[config.mk]
export PLATFORM = sky130hd
export DESIGN_NAME = i2c_stream_target
export DESIGN_NICKNAME = d
export VERILOG_FILES = /design/src/rtl/i2c_stream_pkg.sv /design/src/rtl/i2c_line_sync.sv /design/src/rtl/i2c_bus_cond.sv /design/src/rtl/i2c_stream_target.sv
export SDC_FILE = /design/constraint.sdc
export NUM_CORES = 1
export LEC_CHECK = 0
export BUFFER_PORTS_ARGS = -buffer_cell sky130_fd_sc_hd__buf_2
export CAP_MARGIN = 15
export CORE_AREA = 4 4 65 67
export DETAILED_ROUTE_END_ITERATION = 6
export DIE_AREA = 0 0 69 71
export PLACE_DENSITY = 0.82
export SYNTH_ARGS = -nofsm -noshare
export SYNTH_HDL_FRONTEND = slang
export SYNTH_SLANG_ARGS = --single-unit
[constraint.sdc]
create_clock -name clk -period 2.4 [get_ports clk]
set_input_delay 0.48 -clock clk [delete_from_list [all_inputs] [get_ports clk]]
set_output_delay 0.48 -clock clk [all_outputs]
set_load 0.05 [all_outputs]
[src/rtl/i2c_stream_pkg.sv]
package i2c_stream_pkg;

    localparam int BYTE_W = 8;
    localparam int CNT_W  = $clog2(BYTE_W + 1);

    typedef enum logic [2:0] {
        ST_IDLE,
        ST_ADDR,
        ST_WRITE,
        ST_READ,
        ST_IGNORE
    } tgt_state_e;

    typedef struct packed {
        tgt_state_e          state;
        logic [CNT_W-1:0]    cnt;
        logic [BYTE_W-1:0]   shreg;
        logic [BYTE_W-1:0]   tx;
        logic [BYTE_W-1:0]   wdata;
        logic                oe;
        logic                wstb;
        logic                rstb;
    } tgt_regs_t;

endpackage

[src/rtl/i2c_line_sync.sv]
module i2c_line_sync #(
    parameter int STAGES = 2
) (
    input  logic clk,
    input  logic rst_n,
    input  logic din,
    output logic now,
    output logic prev
);
    logic [STAGES-1:0] sh_d, sh_q;

    always_comb begin
        sh_d = {sh_q[STAGES-2:0], din};
    end

    always_ff @(posedge clk or negedge rst_n) begin
        if (!rst_n) sh_q <= '1;
        else        sh_q <= sh_d;
    end

    assign now  = sh_q[STAGES-2];
    assign prev = sh_q[STAGES-1];
endmodule

[src/rtl/i2c_bus_cond.sv]
module i2c_bus_cond (
    input  logic scl_now,
    input  logic scl_prev,
    input  logic sda_now,
    input  logic sda_prev,
    output logic start_ev,
    output logic stop_ev
);
    logic scl_held_high;

    always_comb begin
        scl_held_high = scl_now & scl_prev;
        start_ev      = scl_held_high & sda_prev & ~sda_now;
        stop_ev       = scl_held_high & ~sda_prev & sda_now;
    end
endmodule

[src/rtl/i2c_stream_target.sv]
module i2c_stream_target
    import i2c_stream_pkg::*;
#(
    parameter logic [6:0] TARGET_ADDR = 7'h42,
    parameter int         SYNC_STAGES = 2
) (
    input  logic              clk,
    input  logic              rst_n,
    input  logic              scl_i,
    input  logic              sda_i,
    output logic              sda_oe,
    output logic [BYTE_W-1:0] wr_data,
    output logic              wr_stb,
    input  logic [BYTE_W-1:0] rd_data,
    output logic              rd_stb
);
    localparam logic [CNT_W-1:0] ACK_CNT = CNT_W'(BYTE_W);
    localparam int               LINES   = 2;

    logic [LINES-1:0] raw, lv_now, lv_prev;
    logic             scl_now, sda_now, scl_rise, scl_fall;
    logic             start_ev, stop_ev, addr_hit;
    tgt_regs_t        r_d, r_q;

    assign raw = {sda_i, scl_i};

    for (genvar g = 0; g < LINES; g++) begin : g_sync
        i2c_line_sync #(.STAGES(SYNC_STAGES)) u_sync (
            .clk  (clk),
            .rst_n(rst_n),
            .din  (raw[g]),
            .now  (lv_now[g]),
            .prev (lv_prev[g])
        );
    end

    assign scl_now  = lv_now[0];
    assign sda_now  = lv_now[1];
    assign scl_rise = lv_now[0] & ~lv_prev[0];
    assign scl_fall = ~lv_now[0] & lv_prev[0];

    i2c_bus_cond u_cond (
        .scl_now (lv_now[0]),
        .scl_prev(lv_prev[0]),
        .sda_now (lv_now[1]),
        .sda_prev(lv_prev[1]),
        .start_ev(start_ev),
        .stop_ev (stop_ev)
    );

    assign addr_hit = (r_q.shreg[BYTE_W-1:1] == TARGET_ADDR);

    always_comb begin
        r_d      = r_q;
        r_d.wstb = 1'b0;
        r_d.rstb = 1'b0;
        if (start_ev) begin
            r_d.state = ST_ADDR;
            r_d.cnt   = '0;
            r_d.oe    = 1'b0;
        end else if (stop_ev) begin
            r_d.state = ST_IDLE;
            r_d.cnt   = '0;
            r_d.oe    = 1'b0;
        end else if (scl_rise) begin
            if (r_q.state inside {ST_ADDR, ST_WRITE, ST_READ}) begin
                if (r_q.cnt != ACK_CNT) begin
                    r_d.shreg = {r_q.shreg[BYTE_W-2:0], sda_now};
                    r_d.cnt   = r_q.cnt + 1'b1;
                end else begin
                    r_d.cnt = '0;
                    case (r_q.state)
                        ST_ADDR: begin
                            if (!addr_hit) begin
                                r_d.state = ST_IGNORE;
                            end else if (r_q.shreg[0]) begin
                                r_d.state = ST_READ;
                                r_d.rstb  = 1'b1;
                                r_d.tx    = rd_data;
                            end else begin
                                r_d.state = ST_WRITE;
                            end
                        end
                        ST_WRITE: begin
                            r_d.wstb  = 1'b1;
                            r_d.wdata = r_q.shreg;
                        end
                        default: begin
                            if (!sda_now) begin
                                r_d.rstb = 1'b1;
                                r_d.tx   = rd_data;
                            end else begin
                                r_d.state = ST_IGNORE;
                            end
                        end
                    endcase
                end
            end
        end else if (scl_fall) begin
            case (r_q.state)
                ST_ADDR:  r_d.oe = (r_q.cnt == ACK_CNT) && addr_hit;
                ST_WRITE: r_d.oe = (r_q.cnt == ACK_CNT);
                ST_READ: begin
                    if (r_q.cnt != ACK_CNT) begin
                        r_d.oe = ~r_q.tx[BYTE_W-1];
                        r_d.tx = {r_q.tx[BYTE_W-2:0], 1'b0};
                    end else begin
                        r_d.oe = 1'b0;
                    end
                end
                default:  r_d.oe = 1'b0;
            endcase
        end
    end

    always_ff @(posedge clk or negedge rst_n) begin
        if (!rst_n) r_q <= '0;
        else        r_q <= r_d;
    end

    assign sda_oe  = r_q.oe;
    assign wr_data = r_q.wdata;
    assign wr_stb  = r_q.wstb;
    assign rd_stb  = r_q.rstb;


    oe_scl_low_chk: assert property (@(posedge clk) disable iff (!rst_n)
        !$stable(r_q.oe) |-> !scl_now);


    start_clear_chk: assert property (@(posedge clk) disable iff (!rst_n)
        start_ev |=> (r_q.state == ST_ADDR) && (r_q.cnt == '0));


    stop_idle_chk: assert property (@(posedge clk) disable iff (!rst_n)
        stop_ev |=> (r_q.state == ST_IDLE) && !r_q.oe);


    ignore_quiet_chk: assert property (@(posedge clk) disable iff (!rst_n)
        (r_q.state == ST_IGNORE) |-> !r_q.oe && !r_q.wstb && !r_q.rstb);


    wr_pulse_chk: assert property (@(posedge clk) disable iff (!rst_n)
        r_q.wstb |=> !r_q.wstb);


    rd_pulse_chk: assert property (@(posedge clk) disable iff (!rst_n)
        r_q.rstb |=> !r_q.rstb);
endmodule

==> results of run 1 <==
layer usage:
layer / vias up / routed length, um / global-route usage (%)
met5: - / 0 / 0
met4: 0 / 53 / 5.206
met3: 7 / 225 / 5.824
met2: 51 / 1765 / 25.11
met1: 612 / 1528 / 20.38
li1: 604 / - / -
worst max-delay path, cell delays in order (launching register included):
cell and delay, ps:
dfstp_2 560, ha_1 250, clkinv_1 270, a211oi_1 320, and4bb_1 400, mux2_4 360
registers in the layout (all words and copies together), names as in the netlist:
name                count
g_sync.u_sync.sh_q      4
wr_stb                  1
r_q                    23
rd_stb                  1
sda_oe                  1
wr_data                 8
Yosys cell counts, drive strengths merged (2+ instances only):
library cell / instances
dfrtp: 34
mux2: 23
buf: 13
inv: 8
a22o: 7
nor2: 7
ha: 5
nand2b: 5
a21oi: 4
dfstp: 4
mux2i: 4
nand2: 4
nor3: 4
a211oi: 3
nand3: 3
nor4: 3
a22oi: 2
clkbuf: 2
nand3b: 2
nor2b: 2
nor3b: 2
o21a: 2
o21ai: 2
xor2: 2
how the worst max path moves through the flow:
stage	start	to	slack [ps]	cells past startpoint
4_1_cts	g_sync[0].u_sync.sh_q[0]$_DFF_PN1_	r_q[13]$_DFFE_PN0P_	130	5
5_1_grt	g_sync[0].u_sync.sh_q[0]$_DFF_PN1_	r_q[13]$_DFFE_PN0P_	30	5
3_3_place_gp	g_sync[0].u_sync.sh_q[0]$_DFF_PN1_	r_q[13]$_DFFE_PN0P_	260	5
6_report	g_sync[0].u_sync.sh_q[0]$_DFF_PN1_	r_q[13]$_DFFE_PN0P_	120	5
3_5_place_dp	g_sync[0].u_sync.sh_q[0]$_DFF_PN1_	r_q[13]$_DFFE_PN0P_	170	5
2_1_floorplan	g_sync[0].u_sync.sh_q[0]$_DFF_PN1_	r_q[19]$_DFFE_PN0P_	390	6
metrics by stage:
step,total power [W],setup slack [ps]
floorplan,0.0009635,393.5
global placement,0.001022,255.5
detailed placement,0.001050,173.1
CTS,0.001505,130.5
global route,0.001583,25.45
finish,0.001488,120.2
logic make-up after synthesis:
logic type,count (synthesis)
AND/OR/NAND/NOR,43
flip-flops,38
multiplexers,27
buffers and inverters,24
AO/OA/AOI/OAI,23
adder cells (fa/ha/maj),5
XOR/XNOR,2
power by group:
part	switching (W)	leakage, nW	internal (W)
combinational	0.000103	0.516	0.000114
clock	0.000219	0.0472	0.000231
sequential	0.0000983	0.499	0.000724
area by class of cell:
cell class / instances / area [sq um]
Clock inverter: 2 / 12.51
Inverter: 9 / 33.78
Sequential cell: 38 / 955.9
Multi-Input combinational cell: 100 / 875.8
Fill cell: 313 / 1473
Timing Repair Buffer: 26 / 140.1
Tap cell: 48 / 60.06
Clock buffer: 6 / 82.58
==> qor.csv, run 1 <==
stage;metric;value;unit
clock_tree;clk_path_buf_depth;2;
placement;port_buffers;22;
route;first_iter_violations;102;
logic_synthesis;synth_top_family_by_area;multiplexers;
finish;drive_gt1_share;34.81;%
finish;synthToLayoutAreaGrowth;9.651;%
run;drv_cap;0;
route;drt_first_pass_iters;7;
timing;hold_viol;0;
finish;final_common_cell;dfrtp_1;
die;design.core.area;3633;sq um
timing;slew_violations;0;
setup_path;reg2reg_depth;5;
logic_synthesis;ys_seq_area_share;48.51;%
placement;place_area;2066;sq um
logic_synthesis;netlist_instances;162;
setup_path;start_kind;register;
placement;dp_cells;221;
route;remaining_drc_errors;0;
timing;slew_headroom;46.49;%
clock_tree;clock_latency;290;ps
route;wl_per_cell;15.60;um
logic_synthesis;synth_flop_cell;dfrtp_1;
die;die_h;71;um
global_routing;antenna_found_initial;0;
clock_tree;cts_resized;0;
logic_synthesis;synth-seq-cells;38;
logic_synthesis;synth.top_cell.area_share;43.17;%
power_and_ir_drop;p_leak;1.062;nW
logic_synthesis;synth_compound_area_share;8.571;%
clock_tree;root_buffer;clkbuf_8;
clock_tree;clk_pin_slew;70;ps
global_routing;overflow;0;
die;die-area;4899;sq um
clock_tree;cts.sinks;38;
setup_path;critical_path_arrival;2460;ps
clock_tree;cts_setup_buffers;0;
logic_synthesis;synth_top_area_cell;dfrtp_1;
die;rows;22;
logic_synthesis;ys_warn_count;0;
logic_synthesis;synth_edf_count;0;
global_routing;grt_max_degree;39;
route;via_per_inst;5.563;
min_path;hold_class;input port to asynchronous set/reset pin;
die;initial_core_util;54.24;%
timing;setup_violations;0;
clock_tree;htree_levels;2;
placement;gp_congestion;0.9036;
setup_path;reg2reg_slack;120;ps
finish;n_antenna_cell;0;
route;ant_nets;0;
power_and_ir_drop;ir_drop;0.3256;mV
global_routing;grt_pass1_wl;6.223;mm
setup_path;cp-end-kind;register;
logic_synthesis;postSynthAreaPerCell;12.16;sq um
logic_synthesis;ys_types;43;
logic_synthesis;synthArstFlopShare;100.0;%
clock_tree;cts_tree;yes;
outcome;status;finished clean;
finish;mostFrequentLayoutCells;dfrtp_1, buf_2, mux2_4, inv_1, mux2_2;
die;dieWidth;69;um
power_and_ir_drop;powerDensity;688.8;nW/um^2
timing;tightest_slew;802.7;ps
logic_synthesis;syn_nets;179;
route;wirelength;3.573;mm
finish;fin_nets;197;
die;io_pins;23;
finish;fin_cells;229;
finish;design_area;2161;sq um
setup_path;crit_type;register to register;
setup_path;reg2reg_to;r_q[13]$_DFFE_PN0P_;
timing;finalCriticalPeriod;2280;ps
timing;fin_skew;1.349;ps
clock_tree;ctsHoldBuffers;0;
timing;whs;277.0;ps
global_routing;grt_usage;15.91;%
logic_synthesis;synth_xor_area_share;0.8889;%
logic_synthesis;synth_area_leaders;dfrtp_1, mux2_4, dfstp_2;
timing;max_freq;438.6;MHz
finish;utilization;59.47;%
logic_synthesis;synthAdderAreaFrac;3.175;%
logic_synthesis;synth-simple-area-share;13.78;%
placement;hpwl;2.632;mm
timing;rsz0062_at_grt;no;
global_routing;grt_pass1_vias;1321;
clock_tree;cts_inserted_buffers;5;
route;via_count;1274;
setup_path;critical_path.max_fanout;9;
setup_path;cp.required;2580;ps
logic_synthesis;synth_area;1971;sq um
timing;tns;0;ps
setup_path;r2r_start;g_sync[0].u_sync.sh_q[0]$_DFF_PN1_;
timing;post-route-period-util;94.99;%
logic_synthesis;synth_mux_area_share;18.03;%
(Power assumes the default switching activity.)
==> run 2, diff against run 1 <==
--- a/config.mk
+++ b/config.mk
@@ -7,10 +7,12 @@
 export LEC_CHECK = 0
 export BUFFER_PORTS_ARGS = -buffer_cell sky130_fd_sc_hd__buf_2
 export CAP_MARGIN = 15
-export CORE_AREA = 4 4 65 67
+export CELL_PAD_IN_SITES_DETAIL_PLACEMENT = 2
+export CELL_PAD_IN_SITES_GLOBAL_PLACEMENT = 2
+export CORE_AREA = 4 4 77 79
 export DETAILED_ROUTE_END_ITERATION = 6
-export DIE_AREA = 0 0 69 71
-export PLACE_DENSITY = 0.82
+export DIE_AREA = 0 0 81 83
+export PLACE_DENSITY = 0.84
 export SYNTH_ARGS = -nofsm -noshare
 export SYNTH_HDL_FRONTEND = slang
 export SYNTH_SLANG_ARGS = --single-unit
==> qor.csv, run 2 (synthesized netlist as in run 1, its figures left out) <==
stage;metric;value;unit
timing;tightest_slew;849.5;ps
timing;hold_viol;0;
die;die_h;83;um
finish;n_antenna_cell;0;
clock_tree;cts_tree;yes;
die;io_pins;23;
global_routing;grt_pass1_vias;1492;
route;via_per_inst;5.166;
route;ant_nets;0;
die;initial_core_util;36.92;%
route;wirelength;4.774;mm
clock_tree;cts_inserted_buffers;5;
route;first_iter_violations;45;
route;wl_per_cell;18.87;um
die;die-area;6723;sq um
setup_path;cp-end-kind;register;
clock_tree;cts.sinks;38;
finish;drive_gt1_share;35.91;%
setup_path;reg2reg_depth;5;
global_routing;grt_max_degree;39;
setup_path;startpoint;g_sync[0].u_sync.sh_q[0]$_DFF_PN1_;
setup_path;crit_end;r_q[22]$_DFFE_PN0P_;
setup_path;critical_path_arrival;2410;ps
min_path;hold_class;input port to register;
power_and_ir_drop;ir_drop;0.3184;mV
global_routing;grt_pass1_wl;8.073;mm
run;drv_cap;0;
finish;largest_register;r_q;
timing;post-route-period-util;93.03;%
timing;finalCriticalPeriod;2233;ps
setup_path;reg2reg_to;r_q[22]$_DFFE_PN0P_;
setup_path;reg2reg_slack;170;ps
placement;gp_congestion;0.8907;
timing;slew_headroom;43.37;%
finish;largest_reg_flops;23;
clock_tree;ctsHoldBuffers;0;
timing;setup_violations;0;
timing;whs;279.6;ps
finish;final_common_cell;dfrtp_1;
setup_path;cp.required;2580;ps
finish;mostFrequentLayoutCells;dfrtp_1, buf_2, mux2_4, inv_1, mux2_2;
finish;fin_nets;197;
timing;rsz0062_at_grt;no;
route;drt_first_pass_iters;4;
clock_tree;clk_pin_slew;80;ps
clock_tree;clk_path_buf_depth;2;
power_and_ir_drop;p_total;0.001742;W
global_routing;grt_usage;15.70;%
setup_path;worstPathCellList;ha_1, nand2b_1, or2_1, nor3_4, mux2_2;
clock_tree;htree_levels;2;
outcome;status;finished clean;
setup_path;crit_type;register to register;
setup_path;critPathMaxStageDelay;560;ps
timing;max_freq;447.9;MHz
route;via_count;1307;
power_and_ir_drop;powerDensity;776.8;nW/um^2
clock_tree;root_buffer;clkbuf_8;
route;remaining_drc_errors;0;
timing;slew_violations;0;
placement;port_buffers;22;
setup_path;crit_path_top_delay_cell;dfstp_2;
global_routing;overflow;0;
die;rows;27;
clock_tree;clock_latency;290;ps
setup_path;r2r_start;g_sync[0].u_sync.sh_q[0]$_DFF_PN1_;
global_routing;antenna_found_initial;0;
timing;tns;0;ps
power_and_ir_drop;p_leak;1.083;nW
setup_path;start_kind;register;
setup_path;critical_path.max_fanout;8;
min_path;hold_depth;1;
die;dieWidth;81;um
timing;fin_skew;2.602;ps
min_path;hp-start;scl_i;
die;design.core.area;5338;sq um
finish;synthToLayoutAreaGrowth;13.78;%
placement;hpwl;3.387;mm
==> run 2: how the worst min path moves through the flow <==
stage,endpoint
finish,g_sync[0].u_sync.sh_q[0]$_DFF_PN1_
floorplan,r_q[11]$_DFFE_PN0P_
global placement,g_sync[0].u_sync.sh_q[1]$_DFF_PN1_
global route,g_sync[1].u_sync.sh_q[0]$_DFF_PN1_
detailed placement,g_sync[0].u_sync.sh_q[1]$_DFF_PN1_
CTS,g_sync[1].u_sync.sh_q[0]$_DFF_PN1_
==> run 2: cell type report <==
| type | count | area, sq um |
|---|---|---|
| clock buffers | 6 | 82.58 |
| clock inverters | 2 | 60.06 |
| well taps | 72 | 90.09 |
| fillers | 572 | 3095 |
| multi-input cells | 100 | 875.8 |
| repair buffers | 26 | 140.1 |
| inverters | 9 | 37.54 |
| flip-flops and latches | 38 | 955.9 |
==> run 2: metal layers <==
metal / GRT usage (%) / routed length [um] / share of wire, %
met3: 4.447 / 228 / 4.8
met2: 25.99 / 2482 / 52
met1: 19.09 / 1970 / 41
met4: 5.837 / 93 / 1.9
met5: 0 / 0 / 0
==> run 2: stage by stage <==
stage | instance area, sq um | worst slack [ps] | std cells | utilization [%]
floorplan | 1971 | 393.5 | 162 | -
global placement | 2096 | 198.0 | 245 | 39.26
detailed placement | 2096 | 128.9 | 245 | 39.26
CTS | 2238 | 48.62 | 253 | 41.94
global route | 2242 | 40.75 | 253 | 42.01
finish | 2242 | 167.4 | 253 | 42.01
==> run 2: worst max-delay path, delay by kind of cell, from the launching register on <==
| kind | cells | cell delay (ps) |
|---|---|---|
| adders and majority gates | 1 | 310 |
| DFF | 1 | 560 |
| muxes | 1 | 390 |
| and+or+nand+nor | 3 | 850 |
==> run 2: what timing repair did <==
action,4_1_cts,5_1_grt
resized for setup,0,2
setup endpoints to repair,0,7
setup buffers,0,0
==> run 2: power by group <==
group	switching (W)	internal (W)	total (W)
clock	0.000233	0.000443	0.000677
sequential	0.000112	0.000724	0.000835
combinational	0.000115	0.000114	0.000230
